===== config.mk =====
export PLATFORM = sky130hd
export DESIGN_NAME = pdcch_cand_gen
export DESIGN_NICKNAME = d
export VERILOG_FILES = /design/src/rtl/pdcch_cand_pkg.sv /design/src/rtl/pdcch_hash_step.sv /design/src/rtl/pdcch_rem_unit.sv /design/src/rtl/pdcch_cand_gen.sv
export SDC_FILE = /design/constraint.sdc
export NUM_CORES = 1
export LEC_CHECK = 0
export BUFFER_PORTS_ARGS = -buffer_cell sky130_fd_sc_hd__buf_2
export CAP_MARGIN = 20
export CORE_MARGIN = 4
export CORE_UTILIZATION = 40
export DETAILED_ROUTE_END_ITERATION = 10
export HOLD_SLACK_MARGIN = 0.1
export PLACE_DENSITY_LB_ADDON = 0.12
export SYNTH_ARGS = -nofsm -noshare
export SYNTH_HDL_FRONTEND = slang
export SYNTH_SLANG_ARGS = --single-unit

===== constraint.sdc =====
create_clock -name clk -period 23.8 [get_ports clk]
set_input_delay 4.76 -clock clk [delete_from_list [all_inputs] [get_ports clk]]
set_output_delay 4.76 -clock clk [all_outputs]
set_load 0.01 [all_outputs]

===== src/rtl/pdcch_cand_pkg.sv =====
package pdcch_cand_pkg;

    localparam int ID_W     = 16;
    localparam int Y_W      = 17;
    localparam int LVL_N    = 6;
    localparam int LVL_IX_W = 3;
    localparam int MCNT_W   = 3;

    typedef enum logic [2:0] {
        ST_IDLE,
        ST_HASH,
        ST_LEVEL,
        ST_REM,
        ST_EMIT,
        ST_DONE
    } gen_state_e;

    typedef struct packed {
        logic [1:0]        code;
        logic [MCNT_W-1:0] count;
        logic              common;
    } lvl_entry_t;

    // Emission order: terminal-specific L=1,2,4,8 then common L=4,8
    function automatic lvl_entry_t lvl_entry(input logic [LVL_IX_W-1:0] ix);
        lvl_entry_t e;
        unique case (ix)
            3'd0:    e = '{code: 2'd0, count: 3'd6, common: 1'b0};
            3'd1:    e = '{code: 2'd1, count: 3'd6, common: 1'b0};
            3'd2:    e = '{code: 2'd2, count: 3'd2, common: 1'b0};
            3'd3:    e = '{code: 2'd3, count: 3'd2, common: 1'b0};
            3'd4:    e = '{code: 2'd2, count: 3'd4, common: 1'b1};
            3'd5:    e = '{code: 2'd3, count: 3'd2, common: 1'b1};
            default: e = '{code: 2'd0, count: 3'd1, common: 1'b0};
        endcase
        return e;
    endfunction

endpackage


===== src/rtl/pdcch_hash_step.sv =====
// One step of Y' = (MULT * Y) mod 65537, using 2^16 = -1 (mod 65537).
module pdcch_hash_step #(
    parameter int MULT = 39827
) (
    input  logic [16:0] y_in,
    output logic [16:0] y_out
);
    localparam logic [18:0] MODV = 19'd65537;

    logic [33:0] prod;
    logic [18:0] diff;

    always_comb begin
        prod = 34'(y_in) * 34'(MULT);
        diff = 19'(prod[15:0]) - 19'(prod[33:16]);
        if (diff[18]) begin
            diff = diff + MODV;
        end
        y_out = diff[16:0];
    end
endmodule


===== src/rtl/pdcch_rem_unit.sv =====
// Restoring remainder: one dividend bit per clock, done pulses once.
module pdcch_rem_unit #(
    parameter int DVD_W = 17,
    parameter int DIV_W = 8
) (
    input  logic             clk,
    input  logic             rst_n,
    input  logic             start,
    input  logic [DVD_W-1:0] dividend,
    input  logic [DIV_W-1:0] divisor,
    output logic             done,
    output logic [DIV_W-1:0] rem
);
    localparam int CNT_W = $clog2(DVD_W);

    logic [DVD_W-1:0] shreg_q;
    logic [DIV_W-1:0] rem_q, rem_nxt;
    logic [CNT_W-1:0] cnt_q;
    logic             busy_q, done_q;
    logic [DIV_W:0]   trial;

    always_comb begin
        trial = {rem_q, shreg_q[DVD_W-1]};
        if (trial >= {1'b0, divisor}) begin
            rem_nxt = DIV_W'(trial - {1'b0, divisor});
        end else begin
            rem_nxt = trial[DIV_W-1:0];
        end
    end

    always_ff @(posedge clk or negedge rst_n) begin
        if (!rst_n) begin
            shreg_q <= '0;
            rem_q   <= '0;
            cnt_q   <= '0;
            busy_q  <= 1'b0;
            done_q  <= 1'b0;
        end else if (start) begin
            shreg_q <= dividend;
            rem_q   <= '0;
            cnt_q   <= '0;
            busy_q  <= 1'b1;
            done_q  <= 1'b0;
        end else if (busy_q) begin
            shreg_q <= shreg_q << 1;
            rem_q   <= rem_nxt;
            if (cnt_q == CNT_W'(DVD_W - 1)) begin
                busy_q <= 1'b0;
                done_q <= 1'b1;
            end else begin
                cnt_q <= cnt_q + 1'b1;
            end
        end else begin
            done_q <= 1'b0;
        end
    end

    assign done = done_q;
    assign rem  = rem_q;
endmodule


===== src/rtl/pdcch_cand_gen.sv =====
module pdcch_cand_gen
    import pdcch_cand_pkg::*;
#(
    parameter int CCE_W  = 8,
    parameter int SLOT_W = 5,
    parameter int MULT   = 39827
) (
    input  logic              clk,
    input  logic              rst_n,
    input  logic              start,
    input  logic [ID_W-1:0]   rnti,
    input  logic [SLOT_W-1:0] slot,
    input  logic [CCE_W-1:0]  ncce,
    output logic              cand_valid,
    output logic [CCE_W-1:0]  cand_cce,
    output logic [1:0]        cand_lvl,
    output logic              cand_common,
    output logic              done
);
    localparam int K_W = SLOT_W - 1;

    gen_state_e state_q, state_d;

    logic [Y_W-1:0]      y_q, y_nxt;
    logic [K_W-1:0]      k_q, step_q;
    logic [CCE_W-1:0]    ncce_q;
    logic [LVL_IX_W-1:0] lvl_q;
    logic [MCNT_W-1:0]   m_q;
    logic [CCE_W-1:0]    idx_q;

    lvl_entry_t          cur;
    logic [CCE_W-1:0]    quot;
    logic                last_lvl, last_cand, div_start, div_done;
    logic [CCE_W-1:0]    div_rem;
    logic [Y_W-1:0]      div_arg;
    logic [CCE_W-1:0]    idx_inc;

    pdcch_hash_step #(.MULT(MULT)) u_hash (
        .y_in  (y_q),
        .y_out (y_nxt)
    );

    pdcch_rem_unit #(.DVD_W(Y_W), .DIV_W(CCE_W)) u_rem (
        .clk      (clk),
        .rst_n    (rst_n),
        .start    (div_start),
        .dividend (div_arg),
        .divisor  (quot),
        .done     (div_done),
        .rem      (div_rem)
    );

    always_comb begin
        cur       = lvl_entry(lvl_q);
        quot      = ncce_q >> cur.code;
        last_lvl  = (lvl_q == LVL_IX_W'(LVL_N - 1));
        last_cand = (m_q == cur.count - 1'b1);
        div_arg   = cur.common ? '0 : y_q;
        div_start = (state_q == ST_LEVEL) && (quot != '0);
        idx_inc   = idx_q + 1'b1;
    end

    // next-state logic
    always_comb begin
        state_d = state_q;
        unique case (state_q)
            ST_IDLE:  if (start) state_d = ST_HASH;
            ST_HASH:  if (step_q == k_q) state_d = ST_LEVEL;
            ST_LEVEL: begin
                if (quot != '0)    state_d = ST_REM;
                else if (last_lvl) state_d = ST_DONE;
            end
            ST_REM:   if (div_done) state_d = ST_EMIT;
            ST_EMIT: begin
                if (last_cand) state_d = last_lvl ? ST_DONE : ST_LEVEL;
            end
            ST_DONE:  state_d = ST_IDLE;
            default:  state_d = ST_IDLE;
        endcase
    end

    // state register
    always_ff @(posedge clk or negedge rst_n) begin
        if (!rst_n) state_q <= ST_IDLE;
        else        state_q <= state_d;
    end

    // datapath registers
    always_ff @(posedge clk or negedge rst_n) begin
        if (!rst_n) begin
            y_q    <= '0;
            k_q    <= '0;
            step_q <= '0;
            ncce_q <= '0;
            lvl_q  <= '0;
            m_q    <= '0;
            idx_q  <= '0;
        end else begin
            unique case (state_q)
                ST_IDLE: if (start) begin
                    y_q    <= Y_W'(rnti);
                    k_q    <= slot[SLOT_W-1:1];
                    ncce_q <= ncce;
                    step_q <= '0;
                    lvl_q  <= '0;
                end
                ST_HASH: begin
                    y_q    <= y_nxt;
                    step_q <= step_q + 1'b1;
                end
                ST_LEVEL: if (quot == '0 && !last_lvl) lvl_q <= lvl_q + 1'b1;
                ST_REM: if (div_done) begin
                    idx_q <= div_rem;
                    m_q   <= '0;
                end
                ST_EMIT: begin
                    idx_q <= (idx_inc == quot) ? '0 : idx_inc;
                    m_q   <= m_q + 1'b1;
                    if (last_cand && !last_lvl) lvl_q <= lvl_q + 1'b1;
                end
                default: ;
            endcase
        end
    end

    // outputs
    always_comb begin
        cand_valid  = (state_q == ST_EMIT);
        cand_cce    = idx_q << cur.code;
        cand_lvl    = cur.code;
        cand_common = cur.common;
        done        = (state_q == ST_DONE);
    end
endmodule


==> summary.txt <==
Logic synthesis
  – Area of the mapped netlist: approximately 0.011 sq mm
  – Yosys Warn Count: 0
  – Syn Area/Cell: around 9.3 sq um
  – Yosys top cell area share: roughly a fifth
  – Leading cell types by count after synthesis: sky130_fd_sc_hd__ha_1 (176), sky130_fd_sc_hd__inv_1 (169), sky130_fd_sc_hd__fa_1 (94)
  – Library cell with the highest instance count after synthesis: sky130_fd_sc_hd__ha_1
  – Sequential fraction of the synthesis area: between 10% and 20%
  – Number of enable-type register cells in the synthesized netlist: 0
  – Number of distinct library cell variants in the gate-level netlist after synthesis: 76
  – Post-synthesis sequential element count: 82
  – Cell accounting for the most synthesized area: sky130_fd_sc_hd__ha_1
  – Net count after synthesis: approximately 1,500
  – Post-synthesis instance total: between 1,000 and 1,500
  – Leading cell types by total area after synthesis: sky130_fd_sc_hd__ha_1 (20%), sky130_fd_sc_hd__dfrtp_1 (18%), sky130_fd_sc_hd__fa_1 (17%), sky130_fd_sc_hd__inv_1 (5.6%), sky130_fd_sc_hd__mux2i_1 (4.3%)
  – Top FF cell, synth: sky130_fd_sc_hd__dfrtp_1
  – Synth async-reset ratio: 100%

Placed design
  – Detailed placement HPWL: around 22,000 um
  – IO buf count: 43
  – Gp weighted congestion: 0.823

STA
  – RSZ-0062 raised after global routing: no
  – Slew at the pin closest to its max-slew limit: roughly 1.1 ns
  – Final hold viol count: 0
  – Max transition margin: about a quarter
  – Max Freq: approximately 0.11 GHz
  – Final setup violation count: 0
  – Final slew viol count: 0
  – Fraction of the cycle the final worst path needs: about two fifths
  – Final clock skew: 0.00946 ns
  – Sum Neg Setup Slack: 0 ns
  – Tmin final: approximately 9.1 ns

GRT
  – Leftover overflow at the end of global routing: 0
  – Overall global routing resource usage: roughly 18%
  – Largest net degree at the start of global routing: 67
  – Wire length of the first global-routing pass: 45,400 um
  – Vias in the first global route: between 8,000 and 9,000
  – Initial antenna violation count: 0

Clock tree
  – Clk_lat worst skew: 0.34 ns
  – # clock sinks: 82
  – H-tree lvl count: 3
  – Clock-pin slew on the worst setup and hold paths: ~0.07 ns
  – CTS tree: done
  – Number of hold buffers added after cts: 0
  – Post CTS Setup Buffer Count: 0
  – Number of buffers created by CTS: 9
  – Clock Tree Buf Depth: 2
  – Library cell used as clock root buffer: sky130_fd_sc_hd__clkbuf_16
  – CTS-repair resized insts: 0

Route
  – Routed Wire Length: around 27,000 um
  – Antenna Nets Post-Route: 0
  – First-iteration detailed-routing DRC count: between 400 and 500
  – Detailed-route vias per instance: ~5.2
  – Routed wire per std cell: ~17 um
  – Number of remaining DRC errors: 0
  – First-pass iteration count of the detailed router: 5
  – Vias: roughly 8,500

Setup path
  – Data arrival time of the worst path: roughly 9 ns
  – Sort of element at the start of the critical path: flip-flop
  – Destination of the worst register-to-register timing path: y_q[14]
  – Data required, critical path: around 24 ns
  – Largest fanout on the critical path: 11
  – Most prevalent standard cell on the critical path: sky130_fd_sc_hd__fa_1
  – Register-to-Register Path Depth: 31
  – Critical Path Source: y_q[4]
  – Reg2Reg Setup Slack: 14.72 ns
  – Startpoint of the most critical register-to-register path: y_q[4]
  – Category of the most critical setup path: flip-flop to flip-flop
  – Worst-path cell with the longest stage delay: sky130_fd_sc_hd__dfrtp_1
  – Maximum cell stage delay along the critical path: roughly 0.65 ns
  – Capturing element type of the critical path: flip-flop

Floorplan
  – Number of placement rows: 61
  – DIE AREA: around 0.031 sq mm
  – Die X: 176 um
  – IO Pins: 45
  – Starting utilization of the core area: between 40% and 50%
  – Area of the core: between 0.02 and 0.03 sq mm
  – Die Y-Extent: 176 um

Finish
  – Final net count: about 1,500
  – Share of post-route cells with drive strength above 1: ~8.4%
  – Fillers: approximately 2,900
  – Area taken by multi-input logic gates: ~0.0084 sq mm
  – Count of inserted antenna diode cells: 0
  – Post-synthesis to final-layout area growth: 7.95%
  – Sequential cell area: 0.00205 sq mm
  – Fraction of the core area covered by cells at the end of the flow: approximately 44%

Job
  – Number of violations of the max-capacitance limit: 0

Hold path
  – Number of stages on the worst hold path: 2
  – Tightest Hold Check Type: flip-flop to flip-flop
  – Hold Crit Endpoint: u_rem.shreg_q[0]
  – Hold path start: u_rem.shreg_q[0]

Status
  – Outcome: finished clean
layer usage:
layer | vias up | wire length, um | GRT usage (%)
met4 | 0 | 563 | 4.55
met1 | 4082 | 13100 | 25.0
met3 | 28 | 641 | 1.83
met2 | 105 | 13100 | 31.6
met5 | - | 0 | 0
li1 | 4246 | - | -
cells by family after synthesis:
family | Yosys count | synth area share, %
flip-flops | 82 | 18.2
XOR/XNOR | 73 | 5.68
AND/OR/NAND/NOR | 260 | 11.8
AO/OA/AOI/OAI | 259 | 15.0
multiplexers | 65 | 6.03
adder cells (fa/ha/maj) | 270 | 36.3
buffers and inverters | 202 | 7.02
flip-flops by register name, indices dropped and copies added (netlist names):
name	count
u_rem.busy_q	1
u_rem.rem	8
k_q	4
lvl_q	3
u_rem.shreg_q	17
state_q	3
u_rem.done	1
idx_q	8
u_rem.cnt_q	5
y_q	17
ncce_q	8
m_q	3
step_q	4
worst max-delay path by stage:
stage,endpoint
2_1_floorplan,y_q[15]
3_3_place_gp,y_q[14]
3_5_place_dp,y_q[14]
4_1_cts,y_q[14]
5_1_grt,y_q[14]
6_report,y_q[14]
layout make-up:
type	count	share of cell area, %
Clock buffer	11	2.00
Clock inverter	5	0.515
Inverter	170	5.25
Multi-Input combinational cell	927	69.4
Sequential cell	82	16.9
Tap cell	378	3.89
Timing Repair Buffer	48	2.10
stage by stage:
| stage | setup WS, ns | hold slack (ns) | cell area [sq um] | std cells |
|---|---|---|---|---|
| floorplan | 15.91 | 0.476 | 11300 | 1211 |
| global placement | 14.73 | 0.504 | 11800 | 1605 |
| detailed placement | 14.77 | 0.508 | 11800 | 1605 |
| CTS | 14.72 | 0.525 | 12200 | 1621 |
| global route | 14.14 | 0.542 | 12200 | 1621 |
| finish | 14.72 | 0.524 | 12200 | 1621 |
critical path, delay by kind of cell (launching register included):
| family | cells | cell delay [ns] |
|---|---|---|
| flops | 1 | 0.65 |
| compound gates | 10 | 2.37 |
| buf+inv | 4 | 0.18 |
| simple gates | 7 | 1.50 |
| fa+ha+maj | 8 | 3.73 |
| xor+xnor | 2 | 0.44 |
placed cells by master (no fill, tap or decap), drive strengths merged, types with 4 or more instances in the layout:
cell	count
a211oi	18
a21boi	4
a21o	21
a21oi	59
a221o	4
a31oi	8
and2	4
and3	9
buf	48
clkbuf	11
dfrtp	82
fa	94
ha	176
inv	171
mux2	17
mux2i	48
nand2	56
nand2b	14
nand3	35
nand4	8
nor2	57
nor2b	19
nor3	25
nor3b	7
nor4	6
o21a	13
o21ai	85
o21bai	6
o22ai	6
o31ai	5
or2	4
or3	7
xnor2	39
xor2	34
Power is left out: the tool's default activity adds up to more than one toggle a clock period on the data nets, which glitch-free logic cannot reach.
